File: config.mk
export PLATFORM = sky130hd
export DESIGN_NAME = i2c10_slave_rx
export DESIGN_NICKNAME = d
export VERILOG_FILES = /design/src/rtl/i2c10_pkg.sv /design/src/rtl/i2c10_sync.sv /design/src/rtl/i2c10_link.sv /design/src/rtl/i2c10_regs.sv /design/src/rtl/i2c10_slave_rx.sv
export SDC_FILE = /design/constraint.sdc
export NUM_CORES = 1
export LEC_CHECK = 0
export CORE_UTILIZATION = 30
export DETAILED_ROUTE_END_ITERATION = 16
export DONT_BUFFER_PORTS = 1
export SLEW_MARGIN = 20
export SYNTH_ARGS = -nofsm -noshare
export SYNTH_HDL_FRONTEND = slang
export SYNTH_SLANG_ARGS = --single-unit
File: constraint.sdc
create_clock -name clk -period 2.4 [get_ports clk]
set_input_delay 0.6 -clock clk [delete_from_list [all_inputs] [get_ports clk]]
set_output_delay 0.6 -clock clk [all_outputs]
set_load 0.05 [all_outputs]
File: src/rtl/i2c10_pkg.sv
package i2c10_pkg;
    typedef enum logic [2:0] {
        ST_IDLE,
        ST_ADR_HI,
        ST_ADR_LO,
        ST_DATA,
        ST_SKIP
    } link_state_t;

    localparam logic [4:0] TEN_BIT_PREFIX = 5'b11110;
    localparam int BYTE_W = 8;
endpackage

File: src/rtl/i2c10_sync.sv
module i2c10_sync #(
    parameter int STAGES = 2,
    parameter int LINES  = 2
) (
    input  logic             clk,
    input  logic             rst_n,
    input  logic [LINES-1:0] raw,
    output logic [LINES-1:0] level,
    output logic [LINES-1:0] last
);
    for (genvar g = 0; g < LINES; g++) begin : g_line
        logic [STAGES-1:0] chain_q;
        logic              last_q;
        always_ff @(posedge clk or negedge rst_n) begin
            if (!rst_n) begin
                chain_q <= '1;
                last_q  <= 1'b1;
            end else begin
                chain_q <= {chain_q[STAGES-2:0], raw[g]};
                last_q  <= chain_q[STAGES-1];
            end
        end
        assign level[g] = chain_q[STAGES-1];
        assign last[g]  = last_q;
    end
endmodule

File: src/rtl/i2c10_link.sv
module i2c10_link
    import i2c10_pkg::*;
#(
    parameter int ADDR_W = 10
) (
    input  logic              clk,
    input  logic              rst_n,
    input  logic              scl_s,
    input  logic              scl_p,
    input  logic              sda_s,
    input  logic              sda_p,
    input  logic [ADDR_W-1:0] own_addr,
    input  logic              nak_armed,
    output logic              sda_oe,
    output logic              byte_done,
    output logic [BYTE_W-1:0] rx_byte,
    output logic              addr_hit,
    output logic              dir_upd,
    output logic              dir_val,
    output logic              nak_used,
    output logic              stop_evt
);
    localparam int CNT_W = $clog2(BYTE_W + 1);
    localparam logic [CNT_W-1:0] LAST_BIT = CNT_W'(BYTE_W);

    typedef struct packed {
        link_state_t       state;
        logic [BYTE_W-1:0] shreg;
        logic [CNT_W-1:0]  cnt;
        logic              ack_ph;
        logic              oe;
        logic              engaged;
        logic              done;
        logic              hit;
        logic              dir_upd;
        logic              dir_val;
        logic              nak_used;
        logic              stop_evt;
    } link_t;

    link_t q, d;
    logic  start_c, stop_c, rise_c, fall_c;

    assign start_c = scl_s & scl_p & sda_p & ~sda_s;
    assign stop_c  = scl_s & scl_p & ~sda_p & sda_s;
    assign rise_c  = scl_s & ~scl_p;
    assign fall_c  = ~scl_s & scl_p;

    always_comb begin
        d          = q;
        d.done     = 1'b0;
        d.hit      = 1'b0;
        d.dir_upd  = 1'b0;
        d.nak_used = 1'b0;
        d.stop_evt = 1'b0;
        if (start_c || stop_c) begin
            d.stop_evt = q.engaged;
            d.engaged  = 1'b0;
            d.state    = start_c ? ST_ADR_HI : ST_IDLE;
            d.cnt      = '0;
            d.ack_ph   = 1'b0;
            d.oe       = 1'b0;
        end else if (q.state != ST_IDLE) begin
            if (rise_c && !q.ack_ph && q.cnt < LAST_BIT) begin
                d.shreg = {q.shreg[BYTE_W-2:0], sda_s};
                d.cnt   = q.cnt + 1'b1;
            end else if (fall_c && q.ack_ph) begin
                d.ack_ph = 1'b0;
                d.oe     = 1'b0;
                d.cnt    = '0;
            end else if (fall_c && q.cnt == LAST_BIT) begin
                d.ack_ph = 1'b1;
                d.oe     = 1'b0;
                d.state  = ST_SKIP;
                case (q.state)
                    ST_ADR_HI: begin
                        if (q.shreg[7:3] == TEN_BIT_PREFIX &&
                            q.shreg[2:1] == own_addr[ADDR_W-1:BYTE_W]) begin
                            d.dir_upd = 1'b1;
                            d.dir_val = q.shreg[0];
                            if (!q.shreg[0]) begin
                                d.oe    = 1'b1;
                                d.state = ST_ADR_LO;
                            end
                        end
                    end
                    ST_ADR_LO: begin
                        if (q.shreg == own_addr[BYTE_W-1:0]) begin
                            d.oe      = 1'b1;
                            d.hit     = 1'b1;
                            d.engaged = 1'b1;
                            d.state   = ST_DATA;
                        end
                    end
                    ST_DATA: begin
                        d.done     = 1'b1;
                        d.oe       = ~nak_armed;
                        d.nak_used = nak_armed;
                        d.state    = nak_armed ? ST_SKIP : ST_DATA;
                    end
                    default: d.state = ST_SKIP;
                endcase
            end
        end
    end

    always_ff @(posedge clk or negedge rst_n) begin
        if (!rst_n) begin
            q         <= '0;
            q.state   <= ST_IDLE;
        end else begin
            q <= d;
        end
    end

    assign sda_oe    = q.oe;
    assign byte_done = q.done;
    assign rx_byte   = q.shreg;
    assign addr_hit  = q.hit;
    assign dir_upd   = q.dir_upd;
    assign dir_val   = q.dir_val;
    assign nak_used  = q.nak_used;
    assign stop_evt  = q.stop_evt;

    assert_oe_steady_scl_high_R11: assert property (@(posedge clk) disable iff (!rst_n)
        (scl_s && $past(scl_s)) |-> $stable(q.oe));
    assert_start_frees_sda_R10: assert property (@(posedge clk) disable iff (!rst_n)
        start_c |=> (!sda_oe && q.cnt == '0));
endmodule

File: src/rtl/i2c10_regs.sv
module i2c10_regs
    import i2c10_pkg::*;
(
    input  logic              clk,
    input  logic              rst_n,
    input  logic              byte_done,
    input  logic [BYTE_W-1:0] rx_byte,
    input  logic              addr_hit,
    input  logic              dir_upd,
    input  logic              dir_val,
    input  logic              nak_used,
    input  logic              stop_evt,
    input  logic              stat_rd,
    input  logic              data_rd,
    input  logic              nak_set,
    output logic [BYTE_W-1:0] rx_data,
    output logic              rx_ready,
    output logic              overrun,
    output logic              addr_match,
    output logic              stop_seen,
    output logic              dir_read,
    output logic              nak_armed,
    output logic              irq
);
    typedef struct packed {
        logic [BYTE_W-1:0] data;
        logic              rdy;
        logic              ovr;
        logic              match;
        logic              stop;
        logic              dir;
        logic              nak;
    } regs_t;

    regs_t q, d;

    always_comb begin
        d = q;
        if (stat_rd) begin
            d.stop  = 1'b0;
            d.match = 1'b0;
            d.ovr   = 1'b0;
        end
        if (addr_hit) d.match = 1'b1;
        if (stop_evt) d.stop  = 1'b1;
        if (dir_upd)  d.dir   = dir_val;
        if (data_rd)  d.rdy   = 1'b0;
        if (byte_done) begin
            d.data = rx_byte;
            d.rdy  = 1'b1;
            if (q.rdy && !data_rd) d.ovr = 1'b1;
        end
        if (nak_used) d.nak = 1'b0;
        if (nak_set)  d.nak = 1'b1;
    end

    always_ff @(posedge clk or negedge rst_n) begin
        if (!rst_n) q <= '0;
        else        q <= d;
    end

    assign rx_data    = q.data;
    assign rx_ready   = q.rdy;
    assign overrun    = q.ovr;
    assign addr_match = q.match;
    assign stop_seen  = q.stop;
    assign dir_read   = q.dir;
    assign nak_armed  = q.nak;
    assign irq        = q.rdy | q.match | q.stop;

    assert_read_clears_ready_R5: assert property (@(posedge clk) disable iff (!rst_n)
        (data_rd && !byte_done) |=> !rx_ready);
    assert_unread_byte_flags_R8: assert property (@(posedge clk) disable iff (!rst_n)
        (byte_done && rx_ready && !data_rd) |=> overrun);
    assert_nak_self_clears_R6: assert property (@(posedge clk) disable iff (!rst_n)
        (nak_used && !nak_set) |=> !nak_armed);
    assert_read_collision_R9: assert property (@(posedge clk) disable iff (!rst_n)
        (byte_done && data_rd && !overrun && !stat_rd) |=> (rx_ready && !overrun));
endmodule

File: src/rtl/i2c10_slave_rx.sv
module i2c10_slave_rx
    import i2c10_pkg::*;
(
    input  logic       clk,
    input  logic       rst_n,
    input  logic       scl_i,
    input  logic       sda_i,
    output logic       sda_oe,
    input  logic [9:0] own_addr,
    input  logic       stat_rd,
    input  logic       data_rd,
    input  logic       nak_set,
    output logic [7:0] rx_data,
    output logic       rx_ready,
    output logic       overrun,
    output logic       addr_match,
    output logic       stop_seen,
    output logic       dir_read,
    output logic       nak_armed,
    output logic       irq
);
    logic [1:0]        lvl, prv;
    logic              done, hit, dupd, dval, nused, sevt;
    logic [BYTE_W-1:0] rbyte;

    i2c10_sync #(.STAGES(2), .LINES(2)) u_sync (
        .clk(clk), .rst_n(rst_n), .raw({scl_i, sda_i}), .level(lvl), .last(prv)
    );

    i2c10_link #(.ADDR_W(10)) u_link (
        .clk(clk), .rst_n(rst_n),
        .scl_s(lvl[1]), .scl_p(prv[1]), .sda_s(lvl[0]), .sda_p(prv[0]),
        .own_addr(own_addr), .nak_armed(nak_armed),
        .sda_oe(sda_oe), .byte_done(done), .rx_byte(rbyte), .addr_hit(hit),
        .dir_upd(dupd), .dir_val(dval), .nak_used(nused), .stop_evt(sevt)
    );

    i2c10_regs u_regs (
        .clk(clk), .rst_n(rst_n),
        .byte_done(done), .rx_byte(rbyte), .addr_hit(hit), .dir_upd(dupd),
        .dir_val(dval), .nak_used(nused), .stop_evt(sevt),
        .stat_rd(stat_rd), .data_rd(data_rd), .nak_set(nak_set),
        .rx_data(rx_data), .rx_ready(rx_ready), .overrun(overrun),
        .addr_match(addr_match), .stop_seen(stop_seen), .dir_read(dir_read),
        .nak_armed(nak_armed), .irq(irq)
    );
endmodule

# After elaboration in Yosys (flattened, before gate mapping)
# Index checks and enable logic that the tools add are counted.
# Widths: inputs -> output; s select.
# word_totals
word_cells,117
register_bits,44
input_bits,17
output_inout_bits,16
# classes
mux,40
addsub,1
n_eq_ne,9
n_bitwise,17
magnitude_cmp,1
reduce_logical,26
# ops
operator,count
$mux 3,9
$mux 8,3
$mux 23,1
$reduce_bool 2->1,8
$mux 1,15
$mux 2,5
$pmux 3 s3,1
$reduce_bool 3->1,3
$eq 8x8->1,1
$mux 4,2
$not 1->1,8
$and 1x1->1,7
$mux 7,1
$reduce_and 7->1,1
$eq 3x2->1 const B,2
$logic_and 1x1->1,6
$mux 6,1
$reduce_and 3->1,2
$reduce_and 6->1,1
$eq 5x5->1 const B,1
$mux 5,1
$add 4x1->4 const B,1
$eq 4x4->1 const B,1
$lt 4x4->1 const B,1
9 further kinds,12

# Logic depth before layout (Yosys ltp)
# logic_depth
word_depth,9
depth_mapped,6
mapped_depth_nobuf,6

# Modules after synthesis
# Synthesis repeated with hierarchy kept, for this count alone.
# hier_totals
hier_cells,159
area_unflattened_um2,1991.9
# by_module_without_submodules
mod,area_per_inst_um2,cells_per_inst,instances,seq_area_each_um2
i2c10_link,1252.5,116,1,600.6
i2c10_regs,551.8,33,1,350.3
i2c10_sync,187.7,10,1,157.7

# Least setup slack after synthesis
# OpenSTA, ideal clock, no wires.
# synth_timing
path_kind,flip-flop to output port
startpoint,"register u_regs.q, in the netlist u_regs.rx_ready"
endpoint,output port irq
t_required_ps,1800
stages_incl_launch_ff,2
path_buffers,0
arrival_ps,1214
path_slack_ps,586
cell_sequence,dfrtp_1 or3_1
# synth_between
elab_chain_cells,2
# synth_rtl
element,line_no,rtl
"start, declared",i2c10_regs.sv:35,"regs_t q, d;"
"start signal, assigned",i2c10_regs.sv:58,if (!rst_n) q <= '0;
"start signal, assigned",i2c10_regs.sv:59,else q <= d;
$or 1x1->1 (2 in a row),i2c10_regs.sv:69,assign irq = q.rdy | q.match | q.stop;
"end, declared",i2c10_slave_rx.sv:20,output logic irq
# Every way passes these cells.

# Worst setup path after layout
# Same ends and word-level chain as after synthesis.

==> results.md <==
- Syn_nets: 169
- Unique cell type count in the Yosys netlist: 40
- Yosys warnings: 0
- DRC Markers: 0
- Crit path from: u_regs.rx_ready
- Seq cells post-synth: 44
- Crit path setup slack, layout: 0.256 ns
- Worst setup SP type: flop
- Unrepaired setup endpoints after global routing: no
- Io pins: 33
- Register area share after synthesis: 58.4%
- Total grt overflow: 0
- Total power per unit cell area: 825 nW/um^2
- Worst path depth: 1
- Vias in the first global route: 1175
- Max incr delay on CP: 0.67 ns
- Vias/cell: 5.07
- Pre-CTS setup slack: 0.568 ns
- Share of cells above drive strength 1: 23.1%
- Wirelength per Cell: 14.8 um
- Hold_buf cts: 1
- Post-detailed-routing wire length: 3430 um
- Crit end category: output pin
- Sequential Area: 1110 sq um
- Number of clock sinks: 44
- Clk_lat worst skew: 0.29 ns
- Global-route total usage across every layer: 11.9%
- FF-to-FF path depth: 6
- Buffers on Ports: 0
- Reg-to-reg startpoint: u_link.q[9]
- Setup violators final: 0
- Critical-path top delay cell: or3_1
- Initial Utilization: 31.5%
- Setup bufs post-CTS: 0
- First-pass GRT wire length: 5820 um
- Worst-path fanout max: 4
- Setup TNS: 0 ns
- Final net count: 174
- CP required: 1.80 ns
- Crit path DAT: 1.54 ns
- Hold Slack: 0.135 ns
- Dominant cells by area after synthesis: dfrtp_1, mux2_2, dfstp_2
- H-tree depth: 2
- Crit path to: irq
- Share of the synthesized area in the top cell type: 50.1%
- Worst path cell trace: or3_1
- Status: finished, final reports clean
- R2R Setup Slk: 0.56 ns
- EDFF count, synth: 0
- Clock Tree Root: clkbuf_8
- Placer Congestion: 0.861
- Main synth FF type: dfrtp_1
- Largest net degree at the start of global routing: 39
- Fraction of registers with async set/reset: 100%
- Antenna cells: 0
- Final std cells w/o fill: 231
- Top-count cell post-synth: dfrtp_1
- Final number of max-transition violations: 0
- Final min period: 2.14 ns
- Die Span X: 81.5 um
- Synth top cells by count: dfrtp_1, mux2_2, xor2_1, nand2_1, nand3_1
- RR Endpoint: u_link.dir_val
- Area Growth Syn to Fin: 9.95%
- Crit path buf inv count: 0
- Number of max-cap violations: 0
- Post-route antenna net violation count: 0
- Area of the multi-input gates: 748 sq um
- Hold Path Class: in -> async
- Peak supply drop: 0.000309 V
- Leading area contributor after synthesis: dfrtp_1
- Worst setup path category: reg -> out
- Cts bufs inserted: 5
- Initial DRC Count: 54
- 1st-pass router iterations: 4
- DPL Wire Length: 2410 um
- Final period util: 89.3%
- Slew headroom: 61.2%
- Chip height: 81.5 um
- Synth Instances: 150
- CTS tree: built
- Die area: 6650 sq um
- Core area: 6030 sq um
- Post-CTS resize count: 0
- Final Skew: 0.00772 ns
- Initial antenna violation count: 0
- Final Util: 34.6%
- Post-synthesis average cell area: 12.7 sq um
- FP Rows: 28
- Fmax: 466 MHz
- Worst-margin pin slew: 0.577 ns
- Worst path top cell family by delay: simple AND/OR/NAND/NOR gates
- Final Hold Vio Count: 0
- Number of instances in the placed design: 222
- Vias: 1172
- Total leakage power: 0.000979 uW
- Clock buffer depth: 2
- Fill count: 622
- Syn Std Cell Area: 1900 sq um
- Worst-path clk slew: 0.08 ns
metrics by stage:
step | total power (uW) | area, sq um
after detailed placement | 1250 | 1980
final | 1720 | 2090
after global routing | 1830 | 2090
after global placement | 1240 | 1980
after CTS | 1750 | 2090
after floorplan | 1170 | 1900
layout make-up:
cell class	count	area share (%)
Sequential cell	44	53.1
Tap cell	75	4.50
Inverter	7	1.26
Clock buffer	8	4.32
Multi-Input combinational cell	96	35.9
Timing Repair Buffer	1	0.959
how the worst min path moves through the flow:
stage,to,slack [ns]
after detailed placement,u_link.q[10],0.31
after global placement,u_link.q[10],0.31
final,u_link.q[12],0.13
after floorplan,u_link.addr_hit,0.30
after global routing,u_sync.g_line[1].chain_q[0],0.12
after CTS,u_sync.g_line[1].chain_q[0],0.13
cell usage in the layout, fill, tap and decap left out, drive strengths merged, types with 2 or more instances in the layout:
master / synthesis / routed
nor3: 3 / 3
nand3: 9 / 9
a21oi: 2 / 2
ha: 2 / 2
dfstp: 6 / 6
dfrtp: 38 / 38
clkbuf: 2 / 8
and3: 2 / 2
or3: 2 / 2
a21o: 3 / 3
a32o: 2 / 2
nand2: 11 / 11
nand3b: 3 / 3
mux2: 17 / 17
nand4: 5 / 5
nor2: 4 / 4
nor4b: 2 / 2
nor4: 3 / 3
o21ai: 2 / 2
inv: 7 / 7
xor2: 11 / 11
flip-flops by register name, summed over array words and instances (netlist names), 2 cells and up:
signal / cells
u_sync.g_line.last_q: 2
u_sync.g_line.chain_q: 4
u_link.rx_byte: 8
u_link.q: 9
u_regs.rx_data: 8
report_power, final:
group	switching, uW	internal [uW]
registers	132	836
clock network	236	235
logic	147	136
total	515	1210
kinds of logic after synthesis:
group	count (synthesis)	share of synthesized area (%)
and+or+nand+nor	50	16.6
xor gates and xnor gates	11	5.08
muxes	17	10.1
AOI/OAI and AO/OA	16	6.33
DFF	44	58.4
adders and majority gates	2	1.32
buffers and inverters	10	2.18
layer usage:
metal | GRT usage [%] | up-vias | wire length (um)
li1 | - | 548 | -
met1 | 15.6 | 594 | 1680
met2 | 18.0 | 28 | 1580
met3 | 4.33 | 2 | 162
met4 | 3.75 | 0 | 16
met5 | 0 | - | 0
Power figures use the tool's default switching activity.
